--- config.mk ---
export PLATFORM = sky130hd
export DESIGN_NAME = dir_home_ctrl
export DESIGN_NICKNAME = d
export VERILOG_FILES = /design/src/rtl/dhc_pkg.sv /design/src/rtl/dhc_decide.sv /design/src/rtl/dhc_inval_seq.sv /design/src/rtl/dir_home_ctrl.sv
export SDC_FILE = /design/constraint.sdc
export NUM_CORES = 1
export LEC_CHECK = 0
export ABC_AREA = 1
export BUFFER_PORTS_ARGS = -buffer_cell sky130_fd_sc_hd__buf_4
export CAP_MARGIN = 10
export CORE_ASPECT_RATIO = 0.75
export CORE_MARGIN = 2
export CORE_UTILIZATION = 50
export CTS_BUF_LIST = sky130_fd_sc_hd__clkbuf_8
export CTS_CLUSTER_SIZE = 30
export DETAILED_ROUTE_END_ITERATION = 8
export GPL_TIMING_DRIVEN = 0
export PLACE_DENSITY = 0.76
export SYNTH_ARGS = -nofsm -noshare
export SYNTH_HDL_FRONTEND = slang
export SYNTH_SLANG_ARGS = --single-unit
--- constraint.sdc ---
create_clock -name clk -period 4.4 [get_ports clk]
set_clock_uncertainty 0.15 [all_clocks]
set_input_delay 0.88 -clock clk [delete_from_list [all_inputs] [get_ports clk]]
set_output_delay 0.88 -clock clk [all_outputs]
set_load 0.05 [all_outputs]
--- src/rtl/dhc_pkg.sv ---
// Shared encodings for the home-node coherence controller.
// Assumes: codes listed here are the ones seen on the ports.
package dhc_pkg;
    typedef enum logic [1:0] {
        DS_LOCAL  = 2'd0,
        DS_SHARED = 2'd1,
        DS_EXCL   = 2'd2,
        DS_INCOH  = 2'd3
    } dstate_e;

    typedef enum logic [1:0] {
        OP_READ  = 2'd0,
        OP_RDMOD = 2'd1,
        OP_UPGR  = 2'd2,
        OP_RSVD  = 2'd3
    } op_e;

    typedef enum logic [2:0] {
        MT_DATA    = 3'd0,
        MT_GRANT   = 3'd1,
        MT_UP_OK   = 3'd2,
        MT_UP_FAIL = 3'd3,
        MT_FWD_RD  = 3'd4,
        MT_FWD_RM  = 3'd5,
        MT_INVAL   = 3'd6,
        MT_NACK    = 3'd7
    } mtype_e;

    typedef enum logic [1:0] {
        PH_IDLE = 2'd0,
        PH_RESP = 2'd1,
        PH_INV  = 2'd2
    } phase_e;
endpackage

--- src/rtl/dhc_decide.sv ---
// Transaction decision: from the request, the directory entry and the
// local probe result, picks the response, the new entry and the set of
// nodes to invalidate. Purely combinational.
// Assumes: the sharer vector is meaningful only in Shared/Exclusive.
module dhc_decide
    import dhc_pkg::*;
#(
    parameter int NODES = 8,
    localparam int NODE_W = (NODES > 1) ? $clog2(NODES) : 1,
    localparam int CNT_W  = NODE_W + 1
) (
    input  logic [1:0]        op,
    input  logic [NODE_W-1:0] src,
    input  logic [1:0]        st,
    input  logic [NODES-1:0]  sharers,
    input  logic [NODE_W-1:0] owner,
    input  logic              probe_hit,
    output logic [2:0]        rtype,
    output logic [NODE_W-1:0] rdest,
    output logic [CNT_W-1:0]  rcount,
    output logic              wr_en,
    output logic [1:0]        wr_state,
    output logic [NODES-1:0]  wr_sharers,
    output logic [NODES-1:0]  inv_mask
);
    logic [NODES-1:0] src_bit;
    logic [NODES-1:0] own_bit;
    logic [NODES-1:0] others;
    logic [CNT_W-1:0] n_others;

    // Count sharers other than the requester.
    always_comb begin
        src_bit  = NODES'(1) << src;
        own_bit  = NODES'(1) << owner;
        others   = sharers & ~src_bit;
        n_others = '0;
        for (int i = 0; i < NODES; i++)
            n_others = n_others + CNT_W'(others[i]);
    end

    // Select response and directory update per op and state.
    always_comb begin
        rtype      = MT_NACK;
        rdest      = src;
        rcount     = '0;
        wr_en      = 1'b0;
        wr_state   = st;
        wr_sharers = sharers;
        inv_mask   = '0;
        if (st != DS_INCOH) begin
            case (op)
                OP_READ: begin
                    wr_en    = 1'b1;
                    wr_state = DS_SHARED;
                    if (st == DS_EXCL && owner != src) begin
                        rtype      = MT_FWD_RD;
                        rdest      = owner;
                        wr_sharers = src_bit | own_bit;
                    end else begin
                        rtype      = MT_DATA;
                        wr_sharers = ((st == DS_SHARED) ? sharers : '0) | src_bit;
                    end
                end
                OP_RDMOD: begin
                    if (!probe_hit) begin
                        wr_en      = 1'b1;
                        wr_state   = DS_EXCL;
                        wr_sharers = src_bit;
                        if (st == DS_EXCL && owner != src) begin
                            rtype = MT_FWD_RM;
                            rdest = owner;
                        end else begin
                            rtype = MT_GRANT;
                            if (st == DS_SHARED) begin
                                rcount   = n_others;
                                inv_mask = others;
                            end
                        end
                    end
                end
                OP_UPGR: begin
                    if (st == DS_SHARED && sharers[src] && !probe_hit) begin
                        rtype      = MT_UP_OK;
                        rcount     = n_others;
                        inv_mask   = others;
                        wr_en      = 1'b1;
                        wr_state   = DS_EXCL;
                        wr_sharers = src_bit;
                    end else begin
                        rtype = MT_UP_FAIL;
                    end
                end
                default: rtype = MT_NACK;
            endcase
        end
    end
endmodule

--- src/rtl/dhc_inval_seq.sv ---
// Invalidate sequencer: holds the pending sharer set and emits the
// lowest-numbered pending node, retiring one node per accepted message.
// Assumes: load and pop never coincide.
module dhc_inval_seq #(
    parameter int NODES = 8,
    localparam int NODE_W = (NODES > 1) ? $clog2(NODES) : 1
) (
    input  logic              clk,
    input  logic              rst_n,
    input  logic              load,
    input  logic [NODES-1:0]  load_mask,
    input  logic              pop,
    output logic              busy,
    output logic              last,
    output logic [NODE_W-1:0] dest
);
    logic [NODES-1:0] pend;

    // Pending-set register: load a new set or retire the current node.
    always_ff @(posedge clk) begin
        if (!rst_n)
            pend <= '0;
        else if (load)
            pend <= load_mask;
        else if (pop)
            pend <= pend & ~(NODES'(1) << dest);
    end

    // Lowest pending node wins.
    always_comb begin
        dest = '0;
        for (int i = NODES - 1; i >= 0; i--)
            if (pend[i]) dest = NODE_W'(i);
    end

    assign busy = |pend;
    assign last = busy && ((pend & (pend - NODES'(1))) == '0);

    AST_POP_RETIRES_ONE: assert property (@(posedge clk) disable iff (!rst_n)
        pop |=> $countones(pend) == $countones($past(pend)) - 1);
    AST_POP_WHEN_BUSY: assert property (@(posedge clk) disable iff (!rst_n)
        pop |-> busy);
endmodule

--- src/rtl/dir_home_ctrl.sv ---
// Home-node coherence controller top. Accepts one request when idle,
// reads the directory in the same cycle, then sends the response
// (writing the directory when it is taken) and any invalidates.
// Assumes: directory read data is valid combinationally from dir_rd_addr.
module dir_home_ctrl
    import dhc_pkg::*;
#(
    parameter int NODES  = 8,
    parameter int ADDR_W = 8,
    localparam int NODE_W = (NODES > 1) ? $clog2(NODES) : 1,
    localparam int CNT_W  = NODE_W + 1
) (
    input  logic              clk,
    input  logic              rst_n,
    input  logic              req_valid,
    output logic              req_ready,
    input  logic [1:0]        req_op,
    input  logic [NODE_W-1:0] req_src,
    input  logic [ADDR_W-1:0] req_addr,
    input  logic              probe_hit,
    output logic [ADDR_W-1:0] dir_rd_addr,
    input  logic [1:0]        dir_rd_state,
    input  logic [NODES-1:0]  dir_rd_sharers,
    input  logic [NODE_W-1:0] dir_rd_owner,
    output logic              dir_wr_en,
    output logic [ADDR_W-1:0] dir_wr_addr,
    output logic [1:0]        dir_wr_state,
    output logic [NODES-1:0]  dir_wr_sharers,
    output logic [NODE_W-1:0] dir_wr_owner,
    output logic              msg_valid,
    input  logic              msg_ready,
    output logic [2:0]        msg_type,
    output logic [NODE_W-1:0] msg_dest,
    output logic [CNT_W-1:0]  msg_count,
    output logic [ADDR_W-1:0] msg_addr
);
    phase_e            phase;
    logic [2:0]        d_type,  c_type;
    logic [NODE_W-1:0] d_dest,  c_dest;
    logic [CNT_W-1:0]  d_count, c_count;
    logic              d_wr,    c_wr;
    logic [1:0]        d_state, c_state;
    logic [NODES-1:0]  d_sh,    c_sh;
    logic [NODES-1:0]  d_inv,   c_inv;
    logic [NODE_W-1:0] c_src;
    logic [ADDR_W-1:0] c_addr;
    logic              accept, seq_load, seq_pop, seq_busy, seq_last;
    logic [NODE_W-1:0] seq_dest;

    assign accept = req_valid && req_ready;

    dhc_decide #(.NODES(NODES)) u_decide (
        .op(req_op), .src(req_src), .st(dir_rd_state),
        .sharers(dir_rd_sharers), .owner(dir_rd_owner),
        .probe_hit(probe_hit),
        .rtype(d_type), .rdest(d_dest), .rcount(d_count),
        .wr_en(d_wr), .wr_state(d_state), .wr_sharers(d_sh),
        .inv_mask(d_inv)
    );

    assign seq_load = (phase == PH_RESP) && msg_ready;
    assign seq_pop  = (phase == PH_INV)  && msg_ready;

    dhc_inval_seq #(.NODES(NODES)) u_seq (
        .clk(clk), .rst_n(rst_n), .load(seq_load), .load_mask(c_inv),
        .pop(seq_pop), .busy(seq_busy), .last(seq_last), .dest(seq_dest)
    );

    // Transaction phase and captured decision.
    always_ff @(posedge clk) begin
        if (!rst_n) begin
            phase   <= PH_IDLE;
            c_type  <= '0;
            c_dest  <= '0;
            c_count <= '0;
            c_wr    <= 1'b0;
            c_state <= '0;
            c_sh    <= '0;
            c_inv   <= '0;
            c_src   <= '0;
            c_addr  <= '0;
        end else begin
            case (phase)
                PH_IDLE: if (accept) begin
                    phase   <= PH_RESP;
                    c_type  <= d_type;
                    c_dest  <= d_dest;
                    c_count <= d_count;
                    c_wr    <= d_wr;
                    c_state <= d_state;
                    c_sh    <= d_sh;
                    c_inv   <= d_inv;
                    c_src   <= req_src;
                    c_addr  <= req_addr;
                end
                PH_RESP: if (msg_ready)
                    phase <= (|c_inv) ? PH_INV : PH_IDLE;
                PH_INV: if (msg_ready && seq_last)
                    phase <= PH_IDLE;
                default: phase <= PH_IDLE;
            endcase
        end
    end

    assign req_ready      = (phase == PH_IDLE);
    assign msg_valid      = (phase != PH_IDLE);
    assign msg_type       = (phase == PH_INV) ? MT_INVAL : c_type;
    assign msg_dest       = (phase == PH_INV) ? seq_dest : c_dest;
    assign msg_count      = (phase == PH_INV) ? '0 : c_count;
    assign msg_addr       = c_addr;
    assign dir_rd_addr    = req_addr;
    assign dir_wr_en      = (phase == PH_RESP) && msg_ready && c_wr;
    assign dir_wr_addr    = c_addr;
    assign dir_wr_state   = c_state;
    assign dir_wr_sharers = c_sh;
    assign dir_wr_owner   = c_src;

    AST_CLOSED_WHILE_INVALIDATING: assert property (@(posedge clk) disable iff (!rst_n)
        seq_busy |-> !req_ready);
    AST_MSG_HELD: assert property (@(posedge clk) disable iff (!rst_n)
        (msg_valid && !msg_ready) |=> msg_valid && $stable(msg_type)
            && $stable(msg_dest) && $stable(msg_count));
    AST_NO_SELF_INVAL: assert property (@(posedge clk) disable iff (!rst_n)
        (msg_valid && msg_type == MT_INVAL) |-> msg_dest != c_src);
    AST_EXCL_SINGLE_HOLDER: assert property (@(posedge clk) disable iff (!rst_n)
        (dir_wr_en && dir_wr_state == DS_EXCL) |->
            ($countones(dir_wr_sharers) == 1) && dir_wr_sharers[dir_wr_owner]);
    AST_ONE_WRITE: assert property (@(posedge clk) disable iff (!rst_n)
        dir_wr_en |=> !dir_wr_en);
    AST_NO_WRITE_ON_REFUSAL: assert property (@(posedge clk) disable iff (!rst_n)
        dir_wr_en |-> (msg_type != MT_NACK) && (msg_type != MT_UP_FAIL));
endmodule

==> results.txt, run 1 <==
----------------------------------------------------
[Setup path]
  Most numerous cell on the critical path ... sky130_fd_sc_hd__fa_1
  Launch instance of the worst register-to-register path ... phase[0]
  CP max stage delay ... 0.50 ns
  Critical path origin ... req_src[2]
  Combined buffer and inverter count along the critical path ... 4
  Crit-path leading delay family ... adder cells
  Worst path cell trace ... buf_2 > clkinv_1 > a21oi_1 > ha_1 > fa_1 > inv_1 > fa_1 > fa_1 > inv_1 > fa_1 > nand2_1 > a21oi_1
  Startpoint kind of the worst setup timing path ... primary input
  End of the worst register-to-register path ... dir_wr_sharers[4]
  CP Capture Type ... flip-flop
  Worst-case register-to-register setup slack ... 2.47 ns
  Critical path data arrival time ... 4.03 ns
  Worst path required time ... 4.42 ns
  Max stage delay cell, worst path ... sky130_fd_sc_hd__fa_1
  Path depth of the worst reg2reg path ... 8
  Maximum fanout along the worst path ... 9
  Classification of the worst setup path ... primary input to flip-flop

[Global routing]
  Via count of the first global-routing pass ... 3053
  Antenna violations before repair ... 0
  Global route total overflow ... 0
  Global-route wire length before repair ... 14.9 mm
  All-layer global routing usage ... 27.5%
  Pin count of the biggest net entering global routing ... 17

[Route]
  Total DRC errors in the routed layout ... 0
  WL per Instance ... 13.9 um
  Number of vias per cell ... 5.37
  Post-detailed-routing wire length ... 8.93 mm
  Count of TritonRoute iterations in the first routing pass ... 5
  Detailed Route Iter0 Violations ... 185
  Via count ... 3454
  Detail Route Antenna Nets ... 0

[Timing]
  Total setup violations reported at the end of the flow ... 0
  Crit path time final ... 4.01 ns
  Final count of hold timing violations ... 0
  Unrepaired setup endpoints after global routing ... false
  Final setup TNS ... 0 ns
  Max transition margin ... 62.6%
  Highest clock rate ... 0.249 GHz
  Worst Tran Pin Value ... 0.560 ns
  Share of the clock period used by the worst path ... 91.1%
  Pins over their slew limit ... 0

[Synthesis]
  Number of flops mapped to enable cells by yosys ... 0
  Number of distinct standard cells referenced by the synthesized netlist ... 32
  Synthesized instance count ... 479
  Async set or reset register ratio after synthesis ... 0%
  Mean instance size in the synthesized netlist ... 6.45 um^2
  Most frequently used flop master after synthesis ... sky130_fd_sc_hd__dfxtp_1
  Top post-synthesis cells by area ... sky130_fd_sc_hd__dfxtp_1, sky130_fd_sc_hd__nand2_1, sky130_fd_sc_hd__a21oi_1
  Cell area after synthesis ... 0.00309 mm^2
  Count of state elements after synthesis ... 50
  Nets in the synthesized netlist ... 521
  Part of the Yosys area used for sequential elements ... 32.4%
  Ys Warns ... 0
  Portion of synthesized cell area occupied by the leading cell type ... 32.4%
  Cell accounting for the most synthesized area ... sky130_fd_sc_hd__dfxtp_1

[Final layout]
  Final layout net count ... 606
  Count of filler cells inserted in the layout ... 571
  Commonest non-fill, non-tap cells in the layout ... sky130_fd_sc_hd__nand2_1, sky130_fd_sc_hd__buf_4, sky130_fd_sc_hd__inv_1
  Area Growth Syn to Fin ... 26.1%
  Most common cell after layout, fill and taps aside ... sky130_fd_sc_hd__nand2_1
  Summed area of non-filler cells in the final layout ... 0.00389 mm^2
  # diodes ... 0
  Fraction of layout instances using a drive strength above 1 ... 20.4%

[Flow run]
  Max-cap violations ... 0

[Clocking]
  Number of clock buffers inserted by TritonCTS ... 5
  Clock tree from TritonCTS ... yes
  Master cell of the clock root buffer ... sky130_fd_sc_hd__clkbuf_8
  Cts-stage hold buffer count ... 0
  Number of sinks on the clock net ... 50
  H-tree levels ... 2
  Number of buffers between clock root and the deepest sink ... 2
  Post-CTS Setup Bufs ... 0
  Clock edge transition at the registers on the reported setup and hold paths ... 0.09 ns
  Number of resized instances in the post-cts repair step ... 0
  Clock Latency Late Sink ... 0.31 ns

[Placement]
  Total placed instance area ... 0.00377 mm^2
  IO buf count ... 78
  Final weighted congestion in routability-driven placement ... 0.939
  HPWL after detailed placement ... 7.09 mm

[Floorplanning]
  Floorplan row count ... 24
  Floorplan die height ... 72.1 um
  Placeable Area ... 0.00589 mm^2
  Initial cell density of the core ... 52.5%
  X dimension of the die ... 94.7 um
  Total die area ... 0.00683 mm^2
  Number of top-level design ports ... 81

[Power]
  Leakage ... 1.87 nW
  Max VDD drop ... 184 uV
  Power density over the cells ... 322 mW/mm^2

[Run status]
  Status ... completed

[Worst hold path]
  Hold path cells ... 2
  Hold worst-path end ... dir_wr_owner[2]
  Class of the tightest hold or removal check ... flip-flop to flip-flop
  Startpoint of the lowest-slack hold path ... dir_wr_owner[2]

----------------------------------------------------
[cell families after synthesis]
logic type | count (synthesis) | share of synthesized area, %
xor+xnor | 4 | 1.13
buf+inv | 99 | 14.7
fa+ha+maj | 11 | 5.43
compound gates | 109 | 19.2
simple gates | 206 | 27.2
flops | 50 | 32.4
[report_power, final]
group	total, W	switching [W]	leakage, nW	internal, W
Clock	0.000346	0.000159	0.0618	0.000187
Sequential	0.000497	0.0000177	0.410	0.000479
Combinational	0.000412	0.000275	1.40	0.000137
[flip-flops by register name, indices dropped and copies added (netlist names), 3 cells and up]
name,flops
dir_wr_owner,3
c_count,4
c_type,3
u_seq.pend,8
c_inv,8
dir_wr_addr,8
dir_wr_sharers,8
c_dest,3
[worst max-delay path by stage]
stage | endpoint | slack (ns) | cells past startpoint
floorplan | c_count[1] | 0.50 | 12
global placement | c_count[1] | 0.18 | 12
detailed placement | c_count[1] | 0.12 | 12
CTS | c_count[1] | 0.44 | 12
global route | c_count[1] | 0.24 | 12
finish | c_count[1] | 0.39 | 12
[cell usage after synthesis, types with 2 or more instances]
cell type                  instances
sky130_fd_sc_hd__nor3_1            4
sky130_fd_sc_hd__fa_1              4
sky130_fd_sc_hd__o31ai_1           2
sky130_fd_sc_hd__inv_1            63
sky130_fd_sc_hd__o211ai_1          2
sky130_fd_sc_hd__o21ai_0          36
sky130_fd_sc_hd__o22ai_1           4
sky130_fd_sc_hd__nand3_1          27
sky130_fd_sc_hd__buf_6             2
sky130_fd_sc_hd__nand4_1           2
sky130_fd_sc_hd__a31oi_1           9
sky130_fd_sc_hd__buf_2             2
sky130_fd_sc_hd__nor2_2            2
sky130_fd_sc_hd__clkbuf_1         11
sky130_fd_sc_hd__dfxtp_1          50
sky130_fd_sc_hd__a221oi_1          2
sky130_fd_sc_hd__nor2_1           55
sky130_fd_sc_hd__buf_4            17
sky130_fd_sc_hd__a21oi_1          50
sky130_fd_sc_hd__nand2_1         111
sky130_fd_sc_hd__nor4_1            2
sky130_fd_sc_hd__ha_1              7
sky130_fd_sc_hd__xnor2_1           3
sky130_fd_sc_hd__a211oi_1          2
sky130_fd_sc_hd__inv_2             3
[worst reg2reg max path, delay by kind of cell, from the launching register on]
family | cells | cell delay (ns)
compound gates | 2 | 0.31
buf+inv | 3 | 0.51
flops | 1 | 0.36
simple gates | 3 | 0.51
[area by class of cell]
type,count,area (um^2),area share (%)
Inverter,67,251,6.46
Timing Repair Buffer,78,586,15.0
Buffer,32,201,5.18
Multi-Input combinational cell,330,1630,42.0
Tap cell,78,97.6,2.51
Clock inverter,2,38.8,0.996
Sequential cell,50,1000,25.7
Clock buffer,6,82.6,2.12
[through the flow]
| stage | setup slack [ns] | util (%) | power (W) | hold WS, ns | cells |
|---|---|---|---|---|---|
| detailed placement | 0.119 | 64.1 | 0.000916 | 0.303 | 635 |
| finish | 0.392 | 66.1 | 0.00125 | 0.318 | 643 |
| global route | 0.243 | 66.1 | 0.00131 | 0.339 | 643 |
| floorplan | 0.501 | - | 0.000789 | 0.295 | 479 |
| CTS | 0.436 | 66.1 | 0.00125 | 0.317 | 643 |
| global placement | 0.179 | 64.1 | 0.000910 | 0.303 | 635 |
[metal layers]
layer	GRT usage, %	vias to the layer above	part of all wire (%)	wire length, um
met5	0	-	0	0
met4	5.31	0	0.86	77
met3	3.63	11	7.8	700
met2	44.9	152	44	3970
met1	39.5	1583	47	4190
li1	-	1708	-	-
Power figures use the tool's default switching activity.
==> run 2: changes to the inputs <==
RECOVER_POWER = 25   (was default)
==> results.txt, run 2 (synthesized netlist as in run 1, its figures left out) <==
----------------------------------------------------
[Run status]
  Status ... completed

[Timing]
  Highest clock rate ... 0.250 GHz (+0.16%)
  Final count of hold timing violations ... 0 (unchanged)
  Pins over their slew limit ... 0 (unchanged)
  Unrepaired setup endpoints after global routing ... false
  Share of the clock period used by the worst path ... 91.0% (-0.15 points)
  Crit path time final ... 4.00 ns (-0.00655 ns)
  Worst Tran Pin Value ... 0.640 ns (+0.0795 ns)
  Total setup violations reported at the end of the flow ... 0 (unchanged)
  Final setup TNS ... 0 ns (unchanged)
  Max transition margin ... 57.5% (-5.1 points)

[Route]
  Detailed Route Iter0 Violations ... 189 (+2.2%)
  Highest metal layer used by the detailed router ... met4
  Total DRC errors in the routed layout ... 0 (unchanged)
  Number of vias per cell ... 5.39 (+0.35%)
  Met3 WL post-DR ... 648 um (-7.4%)
  Met2 WL post-DR ... 4.00 mm (+0.81%)
  Count of TritonRoute iterations in the first routing pass ... 5 (unchanged)
  Routed length on met1 ... 4.29 mm (+2.5%)
  WL per Instance ... 14.0 um (+1.0%)
  Via count ... 3466 (+0.35%)
  Detail Route Antenna Nets ... 0 (unchanged)
  Post-detailed-routing wire length ... 9.02 mm (+1.0%)

[Setup path]
  CP max stage delay ... 0.50 ns (about the same)
  Maximum fanout along the worst path ... 9 (unchanged)
  Path depth of the worst reg2reg path ... 8 (unchanged)
  CP Capture Type ... flip-flop
  Most numerous cell on the critical path ... sky130_fd_sc_hd__fa_1
  Worst path cell trace ... buf_2 > clkinv_1 > a21oi_1 > ha_1 > fa_1 > inv_1 > fa_1 > fa_1 > inv_1 > fa_1 > nand2_1 > a21oi_1
  Startpoint kind of the worst setup timing path ... primary input
  Worst path required time ... 4.42 ns (about the same)
  Classification of the worst setup path ... primary input to flip-flop
  Critical path data arrival time ... 4.02 ns (about the same)
  Max stage delay cell, worst path ... sky130_fd_sc_hd__fa_1

[Power]
  Switching pwr ... 0.000452 W (+0.15%)
  Sequential Power Share ... 40.0% (+0.4 points)
  Clock network fraction of design power ... 27.9% (+0.3 points)
  Net switching fraction of the power ... 36.4% (+0.41 points)
  Internal power contribution ... 0.000790 W (-1.6%)
  Logic pwr share ... 32.2% (-0.6 points)
  Power density over the cells ... 326 mW/mm^2 (+1.1%)
  Leakage ... 1.79 nW (-4.6%)
  Max VDD drop ... 181 uV (-1.2%)

[Placement]
  HPWL after detailed placement ... 7.09 mm (unchanged)
  IO buf count ... 78 (unchanged)
  DP Cell Count ... 635 (unchanged)
  Final weighted congestion in routability-driven placement ... 0.939 (unchanged)
  Total placed instance area ... 0.00377 mm^2 (unchanged)

[Floorplanning]
  Number of top-level design ports ... 81 (unchanged)
  Placeable Area ... 0.00589 mm^2 (unchanged)
  Initial cell density of the core ... 52.5% (unchanged)
  Total die area ... 0.00683 mm^2 (unchanged)
  Floorplan row count ... 24 (unchanged)
  Floorplan die height ... 72.1 um (unchanged)
  X dimension of the die ... 94.7 um (unchanged)

[Global routing]
  Global-route wire length before repair ... 14.9 mm (unchanged)
  Via count of the first global-routing pass ... 3053 (unchanged)
  All-layer global routing usage ... 27.5% (unchanged)
  Pin count of the biggest net entering global routing ... 17 (unchanged)
  Global route total overflow ... 0 (unchanged)
  Antenna violations before repair ... 0 (unchanged)

[Clocking]
  H-tree levels ... 2 (unchanged)
  Post-CTS Setup Bufs ... 0 (unchanged)
  Master cell of the clock root buffer ... sky130_fd_sc_hd__clkbuf_8
  Clock tree from TritonCTS ... yes
  Number of clock buffers inserted by TritonCTS ... 5 (unchanged)
  Clock Latency Late Sink ... 0.31 ns (about the same)
  Number of buffers between clock root and the deepest sink ... 2 (unchanged)
  Clock edge transition at the registers on the reported setup and hold paths ... 0.09 ns (about the same)
  Number of resized instances in the post-cts repair step ... 0 (unchanged)
  Number of sinks on the clock net ... 50 (unchanged)
  Cts-stage hold buffer count ... 0 (unchanged)

[Final layout]
  Fraction of layout instances using a drive strength above 1 ... 16.5% (-3.9 points)
  Commonest non-fill, non-tap cells in the layout ... sky130_fd_sc_hd__nand2_1, sky130_fd_sc_hd__buf_4, sky130_fd_sc_hd__inv_1
  Footprint of the multi-input gates ... 0.00163 mm^2 (-0.15%)
  FF/Latch Area ... 0.00100 mm^2 (unchanged)
  Count of filler cells inserted in the layout ... 593 (+3.9%)
  # diodes ... 0 (unchanged)
  Area Growth Syn to Fin ... 23.5%
  Number of non-filler instances in the completed layout ... 643 (unchanged)
  Most common cell after layout, fill and taps aside ... sky130_fd_sc_hd__nand2_1
  Final layout net count ... 606 (unchanged)
  Summed area of non-filler cells in the final layout ... 0.00381 mm^2 (-2.0%)

[Flow run]
  Max-cap violations ... 0 (unchanged)

[Worst hold path]
  Hold path cells ... 2 (unchanged)
  Class of the tightest hold or removal check ... flip-flop to flip-flop

----------------------------------------------------
==> run 2: final cells by class <==
type | count | area share, %
sequential | 50 | 26.2
timing repair buffer | 78 | 13.4
clock buffer | 6 | 2.17
inverter | 67 | 6.59
tap | 78 | 2.56
clock inverter | 2 | 1.02
multi-input combinational | 330 | 42.8
buffer | 32 | 5.25
==> run 2: per-layer routing <==
layer / GRT usage (%) / up-vias
met5: 0 / -
met4: 5.31 / 0
met3: 3.63 / 14
met2: 44.9 / 149
met1: 39.5 / 1595
li1: - / 1708
==> run 2: power by group through the flow <==
stage	sequential, W	combinational, W	clock, W
after detailed placement	0.000507	0.000409	0
after floorplan	0.000557	0.000232	0
after CTS	0.000496	0.000411	0.000347
after global routing	0.000500	0.000438	0.000363
final	0.000496	0.000400	0.000346
after global placement	0.000506	0.000404	0
==> run 2: path summary, 6_finish.rpt <==
check / startpoint / to / slack (ns)
max: req_src[2] / c_count[1] / 0.40
min: dir_wr_owner[2] / dir_wr_owner[2] / 0.32
min reg2reg: dir_wr_owner[2] / dir_wr_owner[2] / 0.32
max reg2reg: phase[0] / dir_wr_sharers[4] / 2.27
==> run 2: through the flow <==
| step | util, % | hold WS, ns | setup slack, ns | power (W) |
|---|---|---|---|---|
| final | 64.8 | 0.318 | 0.398 | 0.00124 |
| after detailed placement | 64.1 | 0.303 | 0.119 | 0.000916 |
| after global routing | 64.8 | 0.338 | 0.243 | 0.00130 |
| after global placement | 64.1 | 0.303 | 0.179 | 0.000910 |
| after CTS | 66.1 | 0.317 | 0.436 | 0.00125 |
| after floorplan | - | 0.295 | 0.501 | 0.000789 |
==> run 2: critical path, delay by kind of cell <==
kind | cells | cell delay [ns]
AND/OR/NAND/NOR | 1 | 0.08
AO/OA/AOI/OAI | 2 | 0.37
adder cells (fa/ha/maj) | 5 | 2.06
buffers and inverters | 4 | 0.64
